==> config.mk <==
export PLATFORM = sky130hd
export DESIGN_NAME = mask_load_tracker
export DESIGN_NICKNAME = d
export VERILOG_FILES = /design/src/rtl/mlt_pkg.sv /design/src/rtl/mlt_match.sv /design/src/rtl/mlt_freefind.sv /design/src/rtl/mask_load_tracker.sv
export SDC_FILE = /design/constraint.sdc
export NUM_CORES = 2
export LEC_CHECK = 0
export BUFFER_PORTS_ARGS = -buffer_cell sky130_fd_sc_hd__buf_2
export CELL_PAD_IN_SITES_DETAIL_PLACEMENT = 0
export CELL_PAD_IN_SITES_GLOBAL_PLACEMENT = 2
export CORE_MARGIN = 2
export CORE_UTILIZATION = 47
export CTS_CLUSTER_DIAMETER = 50
export DETAILED_ROUTE_END_ITERATION = 8
export PLACE_DENSITY = 0.89
export REMOVE_ABC_BUFFERS = 1
export SKIP_LAST_GASP = 1
export SYNTH_ARGS = -nofsm -noshare
export SYNTH_HDL_FRONTEND = slang
export SYNTH_HIERARCHICAL = 1
export SYNTH_SLANG_ARGS = --single-unit
==> constraint.sdc <==
create_clock -name clk -period 13.15 [get_ports clk]
set_clock_uncertainty 0.05 [all_clocks]
set_input_delay 0.6575 -clock clk [delete_from_list [all_inputs] [get_ports clk]]
set_output_delay 0.6575 -clock clk [all_outputs]
set_load 0.01 [all_outputs]
==> src/rtl/mlt_pkg.sv <==
package mlt_pkg;

  // How one table slot changes in a cycle
  typedef enum logic [1:0] {
    SLOT_KEEP  = 2'd0,
    SLOT_FILL  = 2'd1,
    SLOT_ADJ   = 2'd2,
    SLOT_DROP  = 2'd3
  } slot_op_e;

  function automatic logic [31:0] idx_bits(input int unsigned depth);
    return (depth < 2) ? 32'd1 : 32'($clog2(depth));
  endfunction

endpackage

==> src/rtl/mlt_match.sv <==
module mlt_match #(
  parameter int DEPTH = 16,
  parameter int KEY_W = 45,
  parameter int IDX_W = 4
) (
  input  logic [DEPTH-1:0]            slot_vld,
  input  logic [DEPTH-1:0][KEY_W-1:0] slot_key,
  input  logic [KEY_W-1:0]            probe,
  output logic [DEPTH-1:0]            hit_vec,
  output logic                        hit_any,
  output logic [IDX_W-1:0]            hit_idx
);

  genvar g;
  generate
    for (g = 0; g < DEPTH; g++) begin : g_cmp
      assign hit_vec[g] = slot_vld[g] && (slot_key[g] == probe);
    end
  endgenerate

  assign hit_any = |hit_vec;

  always_comb begin
    hit_idx = '0;
    for (int i = DEPTH - 1; i >= 0; i--) begin
      if (hit_vec[i]) hit_idx = IDX_W'(i);
    end
  end

endmodule

==> src/rtl/mlt_freefind.sv <==
module mlt_freefind #(
  parameter int DEPTH = 16,
  parameter int IDX_W = 4
) (
  input  logic [DEPTH-1:0] slot_vld,
  output logic [IDX_W-1:0] free_idx,
  output logic             all_used
);

  assign all_used = &slot_vld;

  always_comb begin
    free_idx = '0;
    for (int i = DEPTH - 1; i >= 0; i--) begin
      if (!slot_vld[i]) free_idx = IDX_W'(i);
    end
  end

endmodule

==> src/rtl/mask_load_tracker.sv <==
module mask_load_tracker
  import mlt_pkg::*;
#(
  parameter int WARP_W = 5,
  parameter int REG_W  = 8,
  parameter int MASK_W = 32,
  parameter int CNT_W  = 8,
  parameter int DEPTH  = 16
) (
  input  logic              clk,
  input  logic              rst,
  input  logic              mode_en,
  input  logic              iss_valid,
  input  logic [WARP_W-1:0] iss_warp,
  input  logic [REG_W-1:0]  iss_reg,
  input  logic [MASK_W-1:0] iss_mask,
  input  logic [CNT_W-1:0]  iss_count,
  input  logic              cmp_valid,
  input  logic [WARP_W-1:0] cmp_warp,
  input  logic [REG_W-1:0]  cmp_reg,
  input  logic [MASK_W-1:0] cmp_mask,
  output logic              rel_valid,
  output logic [WARP_W-1:0] rel_warp,
  output logic [REG_W-1:0]  rel_reg,
  output logic [MASK_W-1:0] rel_mask,
  output logic              full_stall,
  output logic              count_err
);

  localparam int IDX_W = int'(idx_bits(DEPTH));
  localparam int KEY_W = WARP_W + REG_W + MASK_W;
  localparam int SUM_W = CNT_W + 1;

  // Table state
  logic [DEPTH-1:0]            vld_q, vld_d;
  logic [DEPTH-1:0][KEY_W-1:0] key_q, key_d;
  logic [DEPTH-1:0][CNT_W-1:0] cnt_q, cnt_d;

  logic [KEY_W-1:0] iss_key, cmp_key;
  assign iss_key = {iss_warp, iss_reg, iss_mask};
  assign cmp_key = {cmp_warp, cmp_reg, cmp_mask};

  logic iss_act, cmp_act, same_tuple;
  assign iss_act    = mode_en && iss_valid && (iss_reg != '0);
  assign cmp_act    = mode_en && cmp_valid;
  assign same_tuple = iss_act && cmp_act && (iss_key == cmp_key);

  logic [DEPTH-1:0] iss_hit, cmp_hit;
  logic             iss_any, cmp_any;
  logic [IDX_W-1:0] iss_idx, cmp_idx;
  logic [IDX_W-1:0] free_idx;
  logic             tbl_full;

  mlt_match #(.DEPTH(DEPTH), .KEY_W(KEY_W), .IDX_W(IDX_W)) u_iss_match (
    .slot_vld (vld_q),
    .slot_key (key_q),
    .probe    (iss_key),
    .hit_vec  (iss_hit),
    .hit_any  (iss_any),
    .hit_idx  (iss_idx)
  );

  mlt_match #(.DEPTH(DEPTH), .KEY_W(KEY_W), .IDX_W(IDX_W)) u_cmp_match (
    .slot_vld (vld_q),
    .slot_key (key_q),
    .probe    (cmp_key),
    .hit_vec  (cmp_hit),
    .hit_any  (cmp_any),
    .hit_idx  (cmp_idx)
  );

  mlt_freefind #(.DEPTH(DEPTH), .IDX_W(IDX_W)) u_free (
    .slot_vld (vld_q),
    .free_idx (free_idx),
    .all_used (tbl_full)
  );

  // Issue classification
  logic need_new, iss_ok, new_zero_net, alloc_go, underflow;
  assign need_new     = iss_act && !iss_any && (iss_count != '0);
  assign full_stall   = need_new && tbl_full;
  assign iss_ok       = iss_act && !full_stall;
  assign new_zero_net = need_new && same_tuple && (iss_count == CNT_W'(1));
  assign alloc_go     = need_new && !tbl_full && !new_zero_net;
  assign underflow    = same_tuple && !iss_any && (iss_count == '0);

  // Per-slot arithmetic
  logic [DEPTH-1:0][SUM_W-1:0] slot_sum;
  slot_op_e [DEPTH-1:0]        slot_op;

  genvar g;
  generate
    for (g = 0; g < DEPTH; g++) begin : g_slot
      logic [SUM_W-1:0] add_v, sub_v;
      assign add_v = (iss_ok && iss_hit[g]) ? SUM_W'(iss_count) : '0;
      assign sub_v = (cmp_act && cmp_hit[g]) ? SUM_W'(1) : '0;
      assign slot_sum[g] = SUM_W'(cnt_q[g]) + add_v - sub_v;
      always_comb begin
        if (alloc_go && (free_idx == IDX_W'(g)))
          slot_op[g] = SLOT_FILL;
        else if (!vld_q[g])
          slot_op[g] = SLOT_KEEP;
        else if (slot_sum[g] == '0)
          slot_op[g] = SLOT_DROP;
        else if ((add_v != '0) || (sub_v != '0))
          slot_op[g] = SLOT_ADJ;
        else
          slot_op[g] = SLOT_KEEP;
      end
    end
  endgenerate

  always_comb begin
    vld_d = vld_q;
    key_d = key_q;
    cnt_d = cnt_q;
    for (int i = 0; i < DEPTH; i++) begin
      unique case (slot_op[i])
        SLOT_FILL: begin
          vld_d[i] = 1'b1;
          key_d[i] = iss_key;
          cnt_d[i] = same_tuple ? (iss_count - CNT_W'(1)) : iss_count;
        end
        SLOT_ADJ:  cnt_d[i] = slot_sum[i][CNT_W-1:0];
        SLOT_DROP: vld_d[i] = 1'b0;
        default:   ;
      endcase
    end
  end

  // Zero detect: only a completion can drain a counter, so one per cycle
  logic drained;
  assign drained = (cmp_act && cmp_any && (slot_sum[cmp_idx] == '0)) ||
                   (new_zero_net && !tbl_full);

  always_ff @(posedge clk) begin
    if (rst) begin
      vld_q <= '0;
    end else begin
      vld_q <= vld_d;
    end
  end

  always_ff @(posedge clk) begin
    key_q <= key_d;
    cnt_q <= cnt_d;
  end

  always_ff @(posedge clk) begin
    if (rst) begin
      rel_valid <= 1'b0;
      rel_warp  <= '0;
      rel_reg   <= '0;
      rel_mask  <= '0;
      count_err <= 1'b0;
    end else begin
      rel_valid <= drained;
      count_err <= underflow;
      if (drained) begin
        rel_warp <= cmp_warp;
        rel_reg  <= cmp_reg;
        rel_mask <= cmp_mask;
      end
    end
  end

endmodule

==> reports/qor.yml <==
antenna_found_initial: 7
grt_max_degree: 91
peakVddDrop_mv: 0.1476
nets: 6104
hold_path.class: "in2reg"
power.density_nw_per_um2: 112.0
switching_share_pct: 25.73
power.share.sequential_pct: 42.8
leakage_nw: 25.49
rsz0062_at_grt: "false"
grt_overflow: 0
drt_first_pass_iters: 6
hold_slack_ns: 0.1540
path_max_fanout: 45
clockBufferDepth: 3
grt_pass1_wl_um: 307500
reg2reg_setup_slack_ns: 4.05
start_util_pct: 47.46
finalPower_mw: 7.445
die_w_um: 360.5
r2r-start: "key_q[268]"
drv_slew: 0
clk_pin_slew_worst_paths_ns: 0.05
io_buffer_count: 150
clk_latency_ns: 0.79
cts_tree: "yes"
drive_above_1_share_pct: 10.97
p_int_mw: 5.529
worstMarginPinSlew_ns: 1.276
netlist_area_sq_um: 59740
arrival_ns: 9.83
largest_reg_flops: 720
cts.sinks: 911
cts_resized: 0
p_clk_share_pct: 47.7
drc: 0
critPathBufInv: 3
clockRootBuffer: "clkbuf_16"
finalHoldViolCount: 0
worstSetupEndpointType: "flop"
synth.avg_cell_area_sq_um: 10.82
max_slew_margin_pct: 14.20
finish.utilization_pct: 52.80
die_area_sq_um: 130000
crit_family: "simple AND/OR/NAND/NOR gates"
tns_ns: 0
vias: 45207
path_common_cell: "nand2_1"
dpl_cell_area_sq_um: 62150
setup_viol: 0
area_delta_synth_final_pct: 11.25
max_stage_delay_ns: 1.03
power.switching_mw: 1.915
p_comb_share_pct: 9.5
coreArea_sq_um: 125900
rows: 130
period_minus_slack_ns: 9.488
htree_levels: 4
ant_nets: 0
ys_warn_count: 6
fmax_ghz: 0.1054
grt_usage_pct: 32.83
top_register: "key_q"
ios: 151
period_share_pct: 72.15
required_ns: 13.49
dieHeight_um: 360.5
drt_iter0_drc: 5883
cts_hold_buffers: 0
first_global_vias: 43519
reg_top3: "key_q x720, cnt_q x128, rel_mask x32"
viasPerCell: 6.084
gp_congestion: 0.9292
worstSetupStartpoint: "iss_warp[4]"
start_kind: "primary input"
hold_start: "rst"
critPathKind: "in2reg"
cts_buffers: 131
routed_wirelength_um: 217700
wl_per_cell_um: 29.29
drv_cap: 0
fin_area_sq_um: 66470
slowest_stage: "ha_2"
cts_setup_buffers: 0
synth_cells: 5520
outcome: "complete, no violations"
post-dp-hpwl_um: 140100
[worst register-to-register path: cells and delay by family, from the launching register on]
kind / cells / cell delay [ns]
and+or+nand+nor: 15 / 4.95
adders and majority gates: 4 / 2.08
AOI/OAI and AO/OA: 4 / 0.76
DFF: 1 / 0.42
xor gates and xnor gates: 2 / 0.39
buffers and inverters: 1 / 0.04
[final timing paths]
| path | to | depth (start not counted) |
|---|---|---|
| min | rel_valid | 2 |
| min reg2reg | rel_mask[8] | 2 |
| max reg2reg | key_q[585] | 26 |
| max | key_q[585] | 28 |
[placed cells by master, fill, tap and decap left out, types with 18 or more instances in the layout]
master and instances:
xnor2_1 646, dfxtp_1 63, o2bb2ai_1 25, a221oi_1 29, and3_1 38, clkbuf_1 26
a211oi_1 35, edfxtp_1 848, inv_1 519, o21a_1 21, clkinv_2 19, mux2_2 41
a21oi_1 163, mux2i_1 47, or4_1 18, o22ai_1 39, xor2_1 797, nand3_1 70
ha_1 290, nand4_1 198, a21o_1 27, a211o_1 24, nand2_1 279, a22oi_1 19
buf_2 149, nor2_1 175, o21ai_0 109, clkbuf_16 136, buf_4 151, nor4_1 231
nor3_1 47, nand2b_1 131
[cell type report]
| type | instances | area (sq um) |
|---|---|---|
| fillers | 11076 | 59430 |
| multi-input cells | 3794 | 29430 |
| flip-flops and latches | 911 | 26730 |
| clock buffers | 166 | 3556 |
| well taps | 1650 | 2064 |
| inverters | 541 | 2043 |
| repair buffers | 300 | 1879 |
| clock inverters | 67 | 763.2 |
| diodes | 1 | 2.502 |
[per-stage QoR]
stage	setup slack, ns	cells
floorplan	3.235	5246
global placement	3.298	7196
detailed placement	3.146	7196
CTS	3.927	7429
global route	3.361	7429
finish	3.662	7430
[routing by layer]
layer | GRT usage (%) | routed length (um)
met5 | 0 | 13
met4 | 18.66 | 14140
met3 | 7.230 | 23320
met2 | 51.10 | 96390
met1 | 42.28 | 83800
[power groups by stage]
stage | combinational, mW | clock (mW) | sequential, mW
after floorplan | 0.277 | 0 | 3.25
after global placement | 0.671 | 0 | 3.25
after detailed placement | 0.678 | 0 | 3.25
after CTS | 0.681 | 3.57 | 3.19
after global routing | 0.718 | 3.69 | 3.19
final | 0.706 | 3.55 | 3.19
(Power assumes the default switching activity.)
